$ cat src/rtl/codec_seq_pkg.sv
package codec_seq_pkg;
  localparam logic [2:0] IDX_CFG  = 3'd0;
  localparam logic [2:0] IDX_CLK  = 3'd1;
  localparam logic [2:0] IDX_FHI  = 3'd2;
  localparam logic [2:0] IDX_FLO  = 3'd3;
  localparam logic [2:0] IDX_STAT = 3'd4;

  localparam int CFG_MCE   = 0;
  localparam int CFG_ACAL  = 1;
  localparam int CFG_SKIP  = 2;
  localparam int CFG_XMODE = 3;
  localparam int CFG_FREN  = 4;
  localparam int CFG_W     = 5;

  localparam logic [CFG_W-1:0] CFG_RESET = 5'b00011;
  localparam logic [7:0]       BUSY_CODE = 8'h80;

  typedef enum logic [1:0] {
    CAL_IDLE = 2'd0,
    CAL_WAIT = 2'd1,
    CAL_RUN  = 2'd2
  } cal_st_e;
endpackage

$ cat src/rtl/codec_cal_seq.sv
module codec_cal_seq
  import codec_seq_pkg::*;
#(
  parameter int START_DLY = 3,
  parameter int CAL_LEN   = 384
) (
  input  logic clk,
  input  logic rst_n,
  input  logic trig,
  input  logic sp_strobe,
  output logic busy,
  output logic pending,
  output logic done_pulse
);
  localparam int DW = $clog2(START_DLY + 1);
  localparam int LW = $clog2(CAL_LEN + 1);
  localparam logic [DW-1:0] DLY_LAST = DW'(START_DLY - 1);
  localparam logic [LW-1:0] LEN_INIT = LW'(CAL_LEN);

  cal_st_e       st_q;
  logic [DW-1:0] dly_q;
  logic [LW-1:0] len_q;

  // Reset lands in the wait state: the power-up calibration needs no trigger.
  always_ff @(posedge clk or negedge rst_n) begin
    if (!rst_n) begin
      st_q       <= CAL_WAIT;
      dly_q      <= '0;
      len_q      <= '0;
      done_pulse <= 1'b0;
    end else begin
      done_pulse <= 1'b0;
      unique case (st_q)
        CAL_IDLE: begin
          if (trig) begin
            st_q  <= CAL_WAIT;
            dly_q <= '0;
          end
        end
        CAL_WAIT: begin
          if (sp_strobe) begin
            if (dly_q == DLY_LAST) begin
              st_q  <= CAL_RUN;
              len_q <= LEN_INIT;
            end else begin
              dly_q <= dly_q + 1'b1;
            end
          end
        end
        CAL_RUN: begin
          if (sp_strobe) begin
            if (len_q == LW'(1)) begin
              st_q       <= CAL_IDLE;
              done_pulse <= 1'b1;
            end else begin
              len_q <= len_q - 1'b1;
            end
          end
        end
        default: st_q <= CAL_IDLE;
      endcase
    end
  end

  assign busy    = (st_q == CAL_RUN);
  assign pending = (st_q != CAL_IDLE);
endmodule

$ cat src/rtl/codec_resync_timer.sv
module codec_resync_timer #(
  parameter int SP_LEN = 64,
  parameter int US_LEN = 200
) (
  input  logic clk,
  input  logic rst_n,
  input  logic start,
  input  logic use_us,
  input  logic sp_strobe,
  input  logic us_tick,
  output logic busy
);
  localparam int MAXLEN = (SP_LEN > US_LEN) ? SP_LEN : US_LEN;
  localparam int CW     = $clog2(MAXLEN + 1);

  logic          busy_q;
  logic          us_mode_q;
  logic [CW-1:0] cnt_q;
  logic          step;

  assign step = us_mode_q ? us_tick : sp_strobe;

  always_ff @(posedge clk or negedge rst_n) begin
    if (!rst_n) begin
      busy_q    <= 1'b0;
      us_mode_q <= 1'b0;
      cnt_q     <= '0;
    end else if (start) begin
      busy_q    <= 1'b1;
      us_mode_q <= use_us;
      cnt_q     <= use_us ? CW'(US_LEN) : CW'(SP_LEN);
    end else if (busy_q && step) begin
      if (cnt_q == CW'(1)) busy_q <= 1'b0;
      else                 cnt_q  <= cnt_q - 1'b1;
    end
  end

  assign busy = busy_q;
endmodule

$ cat src/rtl/codec_seq_regs.sv
module codec_seq_regs
  import codec_seq_pkg::*;
(
  input  logic             clk,
  input  logic             rst_n,
  input  logic             wr_en,
  input  logic [2:0]       idx,
  input  logic [7:0]       wdata,
  input  logic             rs_busy,
  input  logic             cal_busy,
  input  logic             cal_pend,
  output logic [7:0]       rdata,
  output logic [CFG_W-1:0] cfg_q,
  output logic [3:0]       clk_q,
  output logic [15:0]      freq_q,
  output logic             rs_start,
  output logic             rs_use_us,
  output logic             cal_trig
);
  logic wr_ok;
  logic freq_ok;
  logic no_wait;

  assign wr_ok     = wr_en && !rs_busy;
  assign freq_ok   = cfg_q[CFG_XMODE] && cfg_q[CFG_FREN];
  assign rs_use_us = !cfg_q[CFG_MCE];
  assign no_wait   = !cfg_q[CFG_MCE] && cfg_q[CFG_SKIP];

  always_comb begin
    rs_start = wr_ok && (idx == IDX_CLK) && !no_wait;
    cal_trig = wr_ok && (idx == IDX_CFG) && cfg_q[CFG_MCE]
               && !wdata[CFG_MCE] && wdata[CFG_ACAL];
  end

  always_ff @(posedge clk or negedge rst_n) begin
    if (!rst_n) begin
      cfg_q  <= CFG_RESET;
      clk_q  <= '0;
      freq_q <= '0;
    end else if (wr_ok) begin
      unique case (idx)
        IDX_CFG: cfg_q <= wdata[CFG_W-1:0];
        IDX_CLK: clk_q <= wdata[3:0];
        IDX_FHI: if (freq_ok) freq_q[15:8] <= wdata;
        IDX_FLO: if (freq_ok) freq_q[7:0]  <= wdata;
        default: ;
      endcase
    end
  end

  always_comb begin
    if (rs_busy) begin
      rdata = BUSY_CODE;
    end else begin
      unique case (idx)
        IDX_CFG:  rdata = {{(8-CFG_W){1'b0}}, cfg_q};
        IDX_CLK:  rdata = {4'b0, clk_q};
        IDX_FHI:  rdata = freq_q[15:8];
        IDX_FLO:  rdata = freq_q[7:0];
        IDX_STAT: rdata = {6'b0, cal_pend, cal_busy};
        default:  rdata = 8'h00;
      endcase
    end
  end
endmodule

$ cat src/rtl/codec_modecal_seq.sv
module codec_modecal_seq
  import codec_seq_pkg::*;
#(
  parameter int START_DLY = 3,
  parameter int CAL_LEN   = 384,
  parameter int RESYNC_SP = 64,
  parameter int DIRECT_US = 200
) (
  input  logic        clk,
  input  logic        rst_n,
  input  logic        sp_strobe,
  input  logic        us_tick,
  input  logic        reg_wr,
  input  logic [2:0]  reg_idx,
  input  logic [7:0]  reg_wdata,
  output logic [7:0]  reg_rdata,
  output logic [2:0]  clk_div,
  output logic        clk_src,
  output logic [15:0] freq_word,
  output logic        cal_busy,
  output logic        xfer_hold,
  output logic        dac_ignore,
  output logic        adc_invalid,
  output logic        ofs_load
);
  logic [CFG_W-1:0] cfg_q;
  logic [3:0]       clk_q;
  logic             rs_busy, rs_start, rs_use_us;
  logic             cal_trig, cal_pend;

  codec_seq_regs u_regs (
    .clk      (clk),
    .rst_n    (rst_n),
    .wr_en    (reg_wr),
    .idx      (reg_idx),
    .wdata    (reg_wdata),
    .rs_busy  (rs_busy),
    .cal_busy (cal_busy),
    .cal_pend (cal_pend),
    .rdata    (reg_rdata),
    .cfg_q    (cfg_q),
    .clk_q    (clk_q),
    .freq_q   (freq_word),
    .rs_start (rs_start),
    .rs_use_us(rs_use_us),
    .cal_trig (cal_trig)
  );

  codec_resync_timer #(.SP_LEN(RESYNC_SP), .US_LEN(DIRECT_US)) u_resync (
    .clk      (clk),
    .rst_n    (rst_n),
    .start    (rs_start),
    .use_us   (rs_use_us),
    .sp_strobe(sp_strobe),
    .us_tick  (us_tick),
    .busy     (rs_busy)
  );

  codec_cal_seq #(.START_DLY(START_DLY), .CAL_LEN(CAL_LEN)) u_cal (
    .clk       (clk),
    .rst_n     (rst_n),
    .trig      (cal_trig),
    .sp_strobe (sp_strobe),
    .busy      (cal_busy),
    .pending   (cal_pend),
    .done_pulse(ofs_load)
  );

  assign clk_div     = clk_q[2:0];
  assign clk_src     = clk_q[3];
  assign xfer_hold   = cal_pend;
  assign dac_ignore  = cal_busy;
  assign adc_invalid = cal_busy;
endmodule

$ cat config.mk
export PLATFORM = sky130hd
export DESIGN_NAME = codec_modecal_seq
export DESIGN_NICKNAME = d
export VERILOG_FILES = /design/src/rtl/codec_seq_pkg.sv /design/src/rtl/codec_cal_seq.sv /design/src/rtl/codec_resync_timer.sv /design/src/rtl/codec_seq_regs.sv /design/src/rtl/codec_modecal_seq.sv
export SDC_FILE = /design/constraint.sdc
export NUM_CORES = 1
export LEC_CHECK = 0
export ABC_AREA = 1
export CORE_MARGIN = 1.5
export CORE_UTILIZATION = 48
export DETAILED_ROUTE_END_ITERATION = 16
export PLACE_DENSITY = 0.77
export SYNTH_ARGS = -nofsm -noshare
export SYNTH_HDL_FRONTEND = slang
export SYNTH_SLANG_ARGS = --single-unit
$ cat constraint.sdc
create_clock -name clk -period 1.2 [get_ports clk]
set_input_delay 0.24 -clock clk [delete_from_list [all_inputs] [get_ports clk]]
set_output_delay 0.24 -clock clk [all_outputs]
set_load 0.05 [all_outputs]
==> results of run 1 <==
## synth_stat cells, drive strengths merged
cell type    n
nor2        34
dfrtp       46
dfstp        3
o21ai       44
nand3       33
o21bai       1
buf          7
ha           5
a21oi        1
xor2         4
nand4        5
nand2      112
o22ai        1
inv         47
nand3b       1
nor3         2
and2         1
clkinv       1
a22oi        3
## stage by stage
stage          std cells  cell area [um2]  util (%)  TNS [ns]  worst slack (ns)
2_1_floorplan        351             2920         -     -1.97            -0.261
3_3_place_gp         535             4290      77.3    -25.21            -0.670
3_5_place_dp         535             4290      77.3    -27.98            -0.746
4_1_cts              566             5030      90.8     -9.43            -0.512
## logic make-up after synthesis
| group | Yosys count |
|---|---|
| AND/OR/NAND/NOR | 188 |
| buffers and inverters | 55 |
| AO/OA/AOI/OAI | 50 |
| flip-flops | 49 |
| adder cells (fa/ha/maj) | 5 |
| XOR/XNOR | 4 |
## what timing repair did
item	in CTS
cloned	4
pin swaps	44
endpoints found under the hold margin	9
endpoints found under the setup margin	77
buffers inserted	26
gates resized for setup	158
hold buffers	1
==> flow_summary.toml, run 1 <==
[timing]
worst_endpoint = "reg_rdata[1]"
worstEndpointType = "output port"

[clock_network]
clock_path_buffers = 2
ctsHtreeMaxLevel = 2
cts_sinks = 49
numCtsBuffers = 5
cts_root_buffer = "clkbuf_8"

[yosys]
synth_cell_types = 32
synth.area.top_cells = "dfrtp_1 41%, nand2_1 14%, inv_1 5.9%"
synth_top_family_by_area = "simple AND/OR/NAND/NOR gates"
yosysTopAreaCellShare_pct = 41.4
synthXorXnorAreaFrac_pct = 1.26
synthMuxAreaShare_pct = 0
syn_area_per_cell_um2 = 7.92
synth_compound_area_share_pct = 11.8
synthAdderAreaFrac_pct = 2.25
ys_ff_latch = 49
syn_nets = 372
ys.warnings.count = 0
yosys.area_share.simple_pct = 31.4
syn_inst = 351
synth_area_um2 = 2780
synth_top_cell_by_area = "dfrtp_1"
yosysSeqAreaShare_pct = 44.2

[floorplanning]
die_x_um = 79.1
ios = 49
die_y_um = 79.1
start_util_pct = 50.2
rows = 27

[run_status]
lastStage = "global routing (5_1_grt)"
first-error = "[ERROR DPL-0038] Utilization greater than 100%, impossible to legalize"
outcome = "did not finish"

[place]
gp_congestion = 0.883
numPortBuffers = 48
dp_hpwl_um = 5950

[grt]
grt_max_degree = 28
==> inputs of run 2 (changes only) <==
CORE_UTILIZATION = 40   (was 48)
PLACE_DENSITY = default   (was 0.77)
PLACE_DENSITY_LB_ADDON = 0.15   (was default)
clock period = 1.56 ns   (was 1.2 ns; I/O delays follow)
==> flow_summary.toml, run 2 <==
[layout]
final_cell_mix = "93 x nand2_1, 39 x dfrtp_1, 38 x inv_1"
fillers = 591
layout_commonest_cell = "nand2_1"
drive_gt1_share_pct = 37.5
largest_registers = "u_regs.freq_q: 16 flops, u_cal.len_q: 9 flops, u_resync.cnt_q: 8 flops"
n_antenna_cell = 0
largest_reg_flops = 16
top_register = "u_regs.freq_q"
fin_nets = 455
multi_input_area_um2 = 1450
syn_to_final_growth_pct = 50.7
seq_area_um2 = 1240

[clock_network]
clk_latency_ns = 0.31
cts_root_buffer = "clkbuf_8"
ctsHtreeMaxLevel = 2
cts.reportedPaths.clkPinSlew_ns = 0.09
clock_path_buffers = 2
cts_tree = "built"
cts_sinks = 49
numCtsBuffers = 5

[grt]
gr-total-overflow = 0
track_usage_pct = 19.9
grt_pass1_wl_um = 11500
antenna_found_initial = 0
grt_max_degree = 50
grt_pass1_vias = 2483

[detailed_routing]
drt_iter0_markers = 152
avgViaCountPerCell = 4.97
ant_nets = 0
dr_total_vias = 2561
dr.pass1.iters = 4
drc = 0
wl_per_cell_um = 14.0
wl_um = 7190

[worst_setup_path]
critPathMaxFanout = 2
ff2ff_path_depth = 8
start_kind = "flip-flop"
end_kind = "primary output"
crit_type = "reg2out"
cp_data_required_time_ns = 1.25
crit_arrival_ns = 1.43

[place]
numPortBuffers = 48
dp_hpwl_um = 4950
gp_congestion = 0.845

[timing]
fmax_mhz = 573
fin_crit_sh_pct = 112
rsz0062_at_grt = "yes"
finalSetupViolations = 5
final.setup_skew_ns = 0.00669
period_needed_ns = 1.75
holdWs_ns = 0.457
hold_violations = 0
relSlewSlack_pct = 78.5
worst_slew_pin_slew_ns = 0.321
setup_ws_ns = -0.186
drv_slew = 0

[min_path]
hold_depth = 6
min_path_type = "in2reg"

[yosys]
yosysSeqAreaShare_pct = 44.2
ys.flop_type = "dfrtp_1"
ys.warnings.count = 0
yosysTopAreaCellShare_pct = 41.4
async_flop_share_pct = 100
post-synth-top-count-cell = "nand2_1"
synth_area_um2 = 2780
synth_cell_types = 32
syn_area_per_cell_um2 = 7.92
syn_nets = 372
synth.area.top_cells = "dfrtp_1 41%, nand2_1 14%, inv_1 5.9%"
yosys-top-cells-count = "102 x nand2_1, 46 x dfrtp_1, 44 x inv_1, 31 x nand3_1, 25 x nor2_1"
syn_inst = 351
ys_ff_latch = 49
synth_top_cell_by_area = "dfrtp_1"
synth_edf_count = 0

[floorplanning]
rows = 30
start_util_pct = 41.1
die_y_um = 86.4
ios = 49
die_area_um2 = 7460
die_x_um = 86.4
core_um2 = 6760

[run]
maxCapViolCount = 0

[power_and_ir_drop]
seq_power_share_pct = 34.3
switching_share_pct = 43.5
p_int_uw = 3450
p_leak_uw = 0.00199
power_uw = 6100
pwr-share-clk_pct = 13.6
power.switching_uw = 2650
ir_worst_vdd_v = 0.000894
powerDensity_nw_per_um2 = 1460
p_comb_share_pct = 52.2

[run_status]
violations = "negative setup slack"
outcome = "complete, but fails checks"
run 2: cell counts after synthesis:
Identical to the previous run, type by type.
run 2: metal layers:
| layer | routed length, um | global-route usage, % |
|---|---|---|
| met3 | 372 | 4.76 |
| met2 | 3450 | 33.6 |
| met1 | 3230 | 25.4 |
| met5 | 0 | 0 |
| met4 | 136 | 5.72 |
run 2: layout make-up:
class	count	area share (%)
Clock buffer	6	1.97
Timing Repair Buffer	81	26.5
Clock inverter	2	0.418
Tap cell	80	2.39
Sequential cell	49	29.6
Multi-Input combinational cell	248	34.6
Timing Repair inverter	1	0.179
Inverter	48	4.45
run 2: worst paths after layout:
kind	startpoint	to	slack (ns)
setup / recovery	u_cal.st_q[0]$_DFFE_PN1P_	reg_rdata[1]	-0.19
hold / removal	reg_idx[1]	u_cal.st_q[0]$_DFFE_PN1P_	0.46
setup reg to reg	u_cal.st_q[0]$_DFFE_PN1P_	u_cal.len_q[1]$_DFFE_PN0P_	0.11
hold reg to reg	u_regs.cfg_q[1]$_DFFE_PN1N_	u_regs.cfg_q[1]$_DFFE_PN1N_	0.51
max in group asynchronous	rst_n	u_regs.cfg_q[0]$_DFFE_PN1N_	0.75
min in group asynchronous	rst_n	u_cal.len_q[7]$_DFFE_PN0P_	0.52
run 2: power by group through the flow:
stage	sequential [uW]	combinational, uW	clock, uW
floorplan	2410	1320	0
global placement	2100	2910	0
detailed placement	2110	2960	0
CTS	2110	3060	844
global route	2140	3420	896
finish	2090	3180	827
run 2: timing repair:
action                     in CTS  in global routing
setup endpoints to repair      11                 24
hold endpoints to repair       36                  0
pin swaps                      11                 13
hold buffers                    1                  0
gates cloned                    2                  1
buffers inserted                7                  6
gates resized for setup        53                 21
run 2: through the flow:
step	std cells	instance area [um2]	util (%)	setup TNS [ns]	setup slack, ns
floorplan	351	2810	-	-0.102	-0.102
detailed placement	491	3800	56.3	-10.59	-0.518
CTS	509	4100	60.7	-0.632	-0.229
global route	515	4190	62.0	-0.910	-0.261
finish	515	4190	62.0	-0.500	-0.186
global placement	491	3800	56.3	-8.94	-0.485
run 2: kinds of logic after synthesis:
kind of cell    after synthesis  share of synthesized area [%]
flops                        49                           44.2
xor+xnor                      4                           1.26
buf+inv                      55                           9.05
simple gates                188                           31.4
compound gates               50                           11.8
fa+ha+maj                     5                           2.25
run 2: worst max-delay path: stages (launching register included):
cell and delay [ns]:
dfstp_2 0.56, inv_2 0.04, nand2_2 0.07, nand3_2 0.07
nand2_2 0.07, nor2_2 0.05, a21oi_4 0.13, buf_12 0.15
No activity file was read; power rests on OpenSTA's default activity.
==> inputs of run 3 (changes only) <==
PLACE_DENSITY = 0.63   (was default)
PLACE_DENSITY_LB_ADDON = default   (was 0.15)
==> flow_summary.toml, run 3 (synthesis results as in run 2) <==
[detailed_routing]
ant_nets = 0
dr.pass1.iters = 4
dr_total_vias = 2546
drc = 0
wl_per_cell_um = 13.3
drt_iter0_markers = 116
avgViaCountPerCell = 4.92
wl_um = 6890

[grt]
grt_pass1_wl_um = 11100
track_usage_pct = 19.0
grt_max_degree = 21
antenna_found_initial = 0
gr-total-overflow = 0
grt_pass1_vias = 2316

[layout]
n_antenna_cell = 0
largest_registers = "u_regs.freq_q: 16 flops, u_cal.len_q: 9 flops, u_resync.cnt_q: 8 flops"
largest_reg_flops = 16
drive_gt1_share_pct = 38.4
fillers = 556
final_cell_mix = "92 x nand2_1, 40 x dfrtp_1, 37 x inv_1"
finish.utilization_pct = 62.1
layout_commonest_cell = "nand2_1"
fin_nets = 458
multi_input_area_um2 = 1440
fin_area_um2 = 4190
seq_area_um2 = 1240
top_register = "u_regs.freq_q"
syn_to_final_growth_pct = 50.8

[timing]
setup_ws_ns = -0.218
hold_violations = 0
relSlewSlack_pct = 70.6
rsz0062_at_grt = "yes"
fin_crit_sh_pct = 114
period_needed_ns = 1.78
final.setup_skew_ns = 0.0120
drv_slew = 0
finalSetupViolations = 6
worst_slew_pin_slew_ns = 0.441
holdWs_ns = 0.472
fmax_mhz = 562

[min_path]
min_path_type = "in2async"

[clock_network]
cts_root_buffer = "clkbuf_8"
cts_sinks = 49
clock_path_buffers = 2
clk_latency_ns = 0.31
cts.reportedPaths.clkPinSlew_ns = 0.10
cts_tree = "built"
numCtsBuffers = 5
ctsHtreeMaxLevel = 2

[worst_setup_path]
critPathMaxFanout = 2
regToRegSetupSlack_ns = 0.04
slowest_stage = "dfstp_2"
ff2ff_path_depth = 8
end_kind = "primary output"
crit_chain = "inv_2 > nand2_4 > nand3_2 > nand2_2 > nor2_2 > a21oi_4 > buf_12"
r2r-end = "u_cal.len_q[1]$_DFFE_PN0P_"
start_kind = "flip-flop"
r2r_start = "u_cal.st_q[0]$_DFFE_PN1P_"
crit_arrival_ns = 1.47
cp_top_family = "flip-flops"
slowest_delay_ns = 0.57
crit_type = "reg2out"
cp_data_required_time_ns = 1.25
cp.buffers_inverters = 2

[place]
numPortBuffers = 48
post_dp_cell_area_um2 = 3830
gp_congestion = 0.870
dp_hpwl_um = 5090
dpl_worst_slack_ns = -0.461

[floorplanning]
start_util_pct = 41.1
rows = 30
ios = 49
die_area_um2 = 7460
die_y_um = 86.4
core_um2 = 6760
die_x_um = 86.4

[run_status]
violations = "negative setup slack"
outcome = "complete, but fails checks"

[power_and_ir_drop]
p_leak_uw = 0.00199
powerDensity_nw_per_um2 = 1470
ir_worst_vdd_v = 0.000821

[run]
maxCapViolCount = 0
run 3: layout make-up:
type	instances	area share, %
Timing Repair inverter	1	0.179
Tap cell	80	2.39
Clock buffer	6	1.97
Timing Repair Buffer	85	26.9
Sequential cell	49	29.5
Clock inverter	2	0.328
Inverter	48	4.45
Multi-Input combinational cell	247	34.3
run 3: report_power, final:
group | switching, uW | internal [uW]
Combinational | 1810 | 1460
Sequential | 397 | 1680
Clock | 446 | 361
Total | 2650 | 3500
run 3: stage by stage:
stage          instances  power (uW)  TNS [ns]
6_report             518        6150    -0.482
3_5_place_dp         494        5090    -10.44
4_1_cts              511        5980    -0.392
3_3_place_gp         494        5040     -8.63
2_1_floorplan        351        3730    -0.102
5_1_grt              518        6520     -1.17
run 3: how the worst max path moves through the flow:
stage	start	cells after the start	to
final	u_cal.st_q[0]$_DFFE_PN1P_	7	reg_rdata[1]
after global routing	u_cal.st_q[0]$_DFFE_PN1P_	7	reg_rdata[1]
after CTS	u_cal.st_q[0]$_DFFE_PN1P_	7	reg_rdata[1]
after detailed placement	reg_idx[2]	9	reg_rdata[1]
after global placement	reg_idx[0]	8	reg_rdata[2]
after floorplan	u_cal.st_q[0]$_DFFE_PN1P_	6	reg_rdata[1]
run 3: per-layer routing:
layer / vias to the layer above / track usage [%] / part of all wire [%]
met4: 0 / 4.69 / 1.3
li1: 1292 / - / -
met1: 1194 / 26.0 / 47
met3: 10 / 4.67 / 4.5
met2: 50 / 30.5 / 47
met5: - / 0 / 0
run 3: what timing repair did:
| item | in CTS | in global routing |
|---|---|---|
| hold buffers | 1 | 0 |
| setup endpoints to repair | 11 | 13 |
| pin swaps | 10 | 8 |
| gates resized for setup | 40 | 29 |
| endpoints found under the hold margin | 15 | 0 |
| gates cloned | 2 | 0 |
| setup buffers | 7 | 8 |
==> inputs of run 4 (changes only) <==
DONT_BUFFER_PORTS = 1   (was default)
PLACE_DENSITY = 0.54   (was 0.63)
==> flow_summary.toml, run 4 (synthesis results as in run 2) <==
[layout]
n_antenna_cell = 0
top_register = "u_regs.freq_q"
largest_reg_flops = 16
fillers = 654
drive_gt1_share_pct = 32.6
layout_commonest_cell = "nand2_1"
syn_to_final_growth_pct = 30.9
largest_registers = "u_regs.freq_q: 16 flops, u_cal.len_q: 9 flops, u_resync.cnt_q: 8 flops"
seq_area_um2 = 1230
final_cell_mix = "94 x nand2_1, 45 x dfrtp_1, 41 x inv_1"
final_cell_count_no_fill = 485
multi_input_area_um2 = 1430
fin_nets = 425
finish.utilization_pct = 53.9

[floorplanning]
die_y_um = 86.4
rows = 30
start_util_pct = 41.1
core_um2 = 6760
die_area_um2 = 7460
ios = 49
die_x_um = 86.4

[min_path]
hp-start = "reg_wdata[2]"
min_path_type = "in2reg"
hold_depth = 2
min_to = "u_regs.cfg_q[2]$_DFFE_PN0N_"

[timing]
hold_violations = 0
period_needed_ns = 1.73
rsz0062_at_grt = "yes"
relSlewSlack_pct = 71.0
drv_slew = 0
setup_ws_ns = -0.166
holdWs_ns = 0.128
fin_crit_sh_pct = 111
finalSetupViolations = 5
worst_slew_pin_slew_ns = 0.436
final.setup_skew_ns = 0.0106
fmax_mhz = 580

[grt]
grt_max_degree = 50
grt_pass1_vias = 2324
grt_pass1_wl_um = 10700
antenna_found_initial = 0
gr-total-overflow = 0
track_usage_pct = 18.4

[run_status]
outcome = "complete, but fails checks"
violations = "negative setup slack"

[worst_setup_path]
cp.buffers_inverters = 2
cp_top_family = "flip-flops"
crit_chain = "buf_4 > nor2_4 > nand3_2 > nand2_2 > nor2_4 > nor2_4 > buf_12"
r2r-end = "u_cal.len_q[4]$_DFFE_PN0P_"
crit_arrival_ns = 1.41
ff2ff_path_depth = 8
crit_type = "reg2out"
end_kind = "primary output"
slowest_stage = "dfstp_2"
cp_data_required_time_ns = 1.25
cpMostUsedCell = "nor2_4"
r2r_start = "u_cal.st_q[0]$_DFFE_PN1P_"
start_kind = "flip-flop"
critPathMaxFanout = 3
worst-path-stages = 7
regToRegSetupSlack_ns = 0.10
slowest_delay_ns = 0.54

[power_and_ir_drop]
ir_worst_vdd_v = 0.000806
seq_power_share_pct = 34.3
power_uw = 5700
pwr-share-clk_pct = 16.9
p_comb_share_pct = 48.9
p_leak_uw = 0.00178
p_int_uw = 3220
power.switching_uw = 2480
powerDensity_nw_per_um2 = 1570
switching_share_pct = 43.5

[clock_network]
cts_root_buffer = "clkbuf_8"
numCtsBuffers = 5
cts_tree = "built"
clk_latency_ns = 0.31
ctsHtreeMaxLevel = 2
cts_sinks = 49
cts.reportedPaths.clkPinSlew_ns = 0.09
clock_path_buffers = 2

[detailed_routing]
avgViaCountPerCell = 4.92
wl_um = 6600
dr_total_vias = 2387
wl_per_cell_um = 13.6
ant_nets = 0
drt_iter0_markers = 78
drc = 0
dr.pass1.iters = 4

[place]
numPortBuffers = 0
dp_hpwl_um = 4640
gp_congestion = 0.856
dpl_worst_slack_ns = -0.00674
placed_cells = 463

[run]
maxCapViolCount = 0
-- run 4: how the worst max path moves through the flow --
stage                                   start           end  slack (ns)
global placement                   reg_idx[1]  reg_rdata[1]        0.02
detailed placement                 reg_idx[1]  reg_rdata[1]      -0.007
finish              u_cal.st_q[0]$_DFFE_PN1P_  reg_rdata[0]       -0.17
CTS                 u_cal.st_q[0]$_DFFE_PN1P_  reg_rdata[1]       -0.22
global route        u_cal.st_q[0]$_DFFE_PN1P_  reg_rdata[0]       -0.22
floorplan           u_cal.st_q[0]$_DFFE_PN1P_  reg_rdata[1]       -0.10
-- run 4: stage by stage --
stage	TNS (ns)	area, um2
finish	-0.406	3640
global route	-0.656	3640
CTS	-0.478	3530
detailed placement	-0.00674	3240
global placement	0	3240
floorplan	-0.102	2810
-- run 4: power groups by stage --
stage	combinational [uW]	sequential, uW	clock, uW
floorplan	1320	2410	0
global placement	2450	1960	0
detailed placement	2490	1960	0
CTS	2700	1950	990
global route	3040	2000	1030
finish	2790	1950	962
-- run 4: what timing repair did --
action / CTS / global route
buffers inserted: 3 / 6
endpoints found under the setup margin: 8 / 18
endpoints found under the hold margin: 49 / 0
cloned: 1 / 2
pin swaps: 5 / 7
resized for setup: 20 / 20
hold buffers: 2 / 0
-- run 4: routing by layer --
layer | part of all wire, % | track usage, % | vias up
met1 | 45 | 23.1 | 1121
met2 | 50 | 32.0 | 40
met3 | 4.1 | 4.67 | 4
met4 | 0.82 | 4.25 | 0
met5 | 0 | 0 | -
li1 | - | - | 1222
-- run 4: layout make-up --
class	count	area share, %
clock inverter	1	0.825
sequential	49	33.8
inverter	48	4.98
timing repair buffer	51	15.9
multi-input combinational	249	39.3
tap	80	2.75
clock buffer	7	2.37
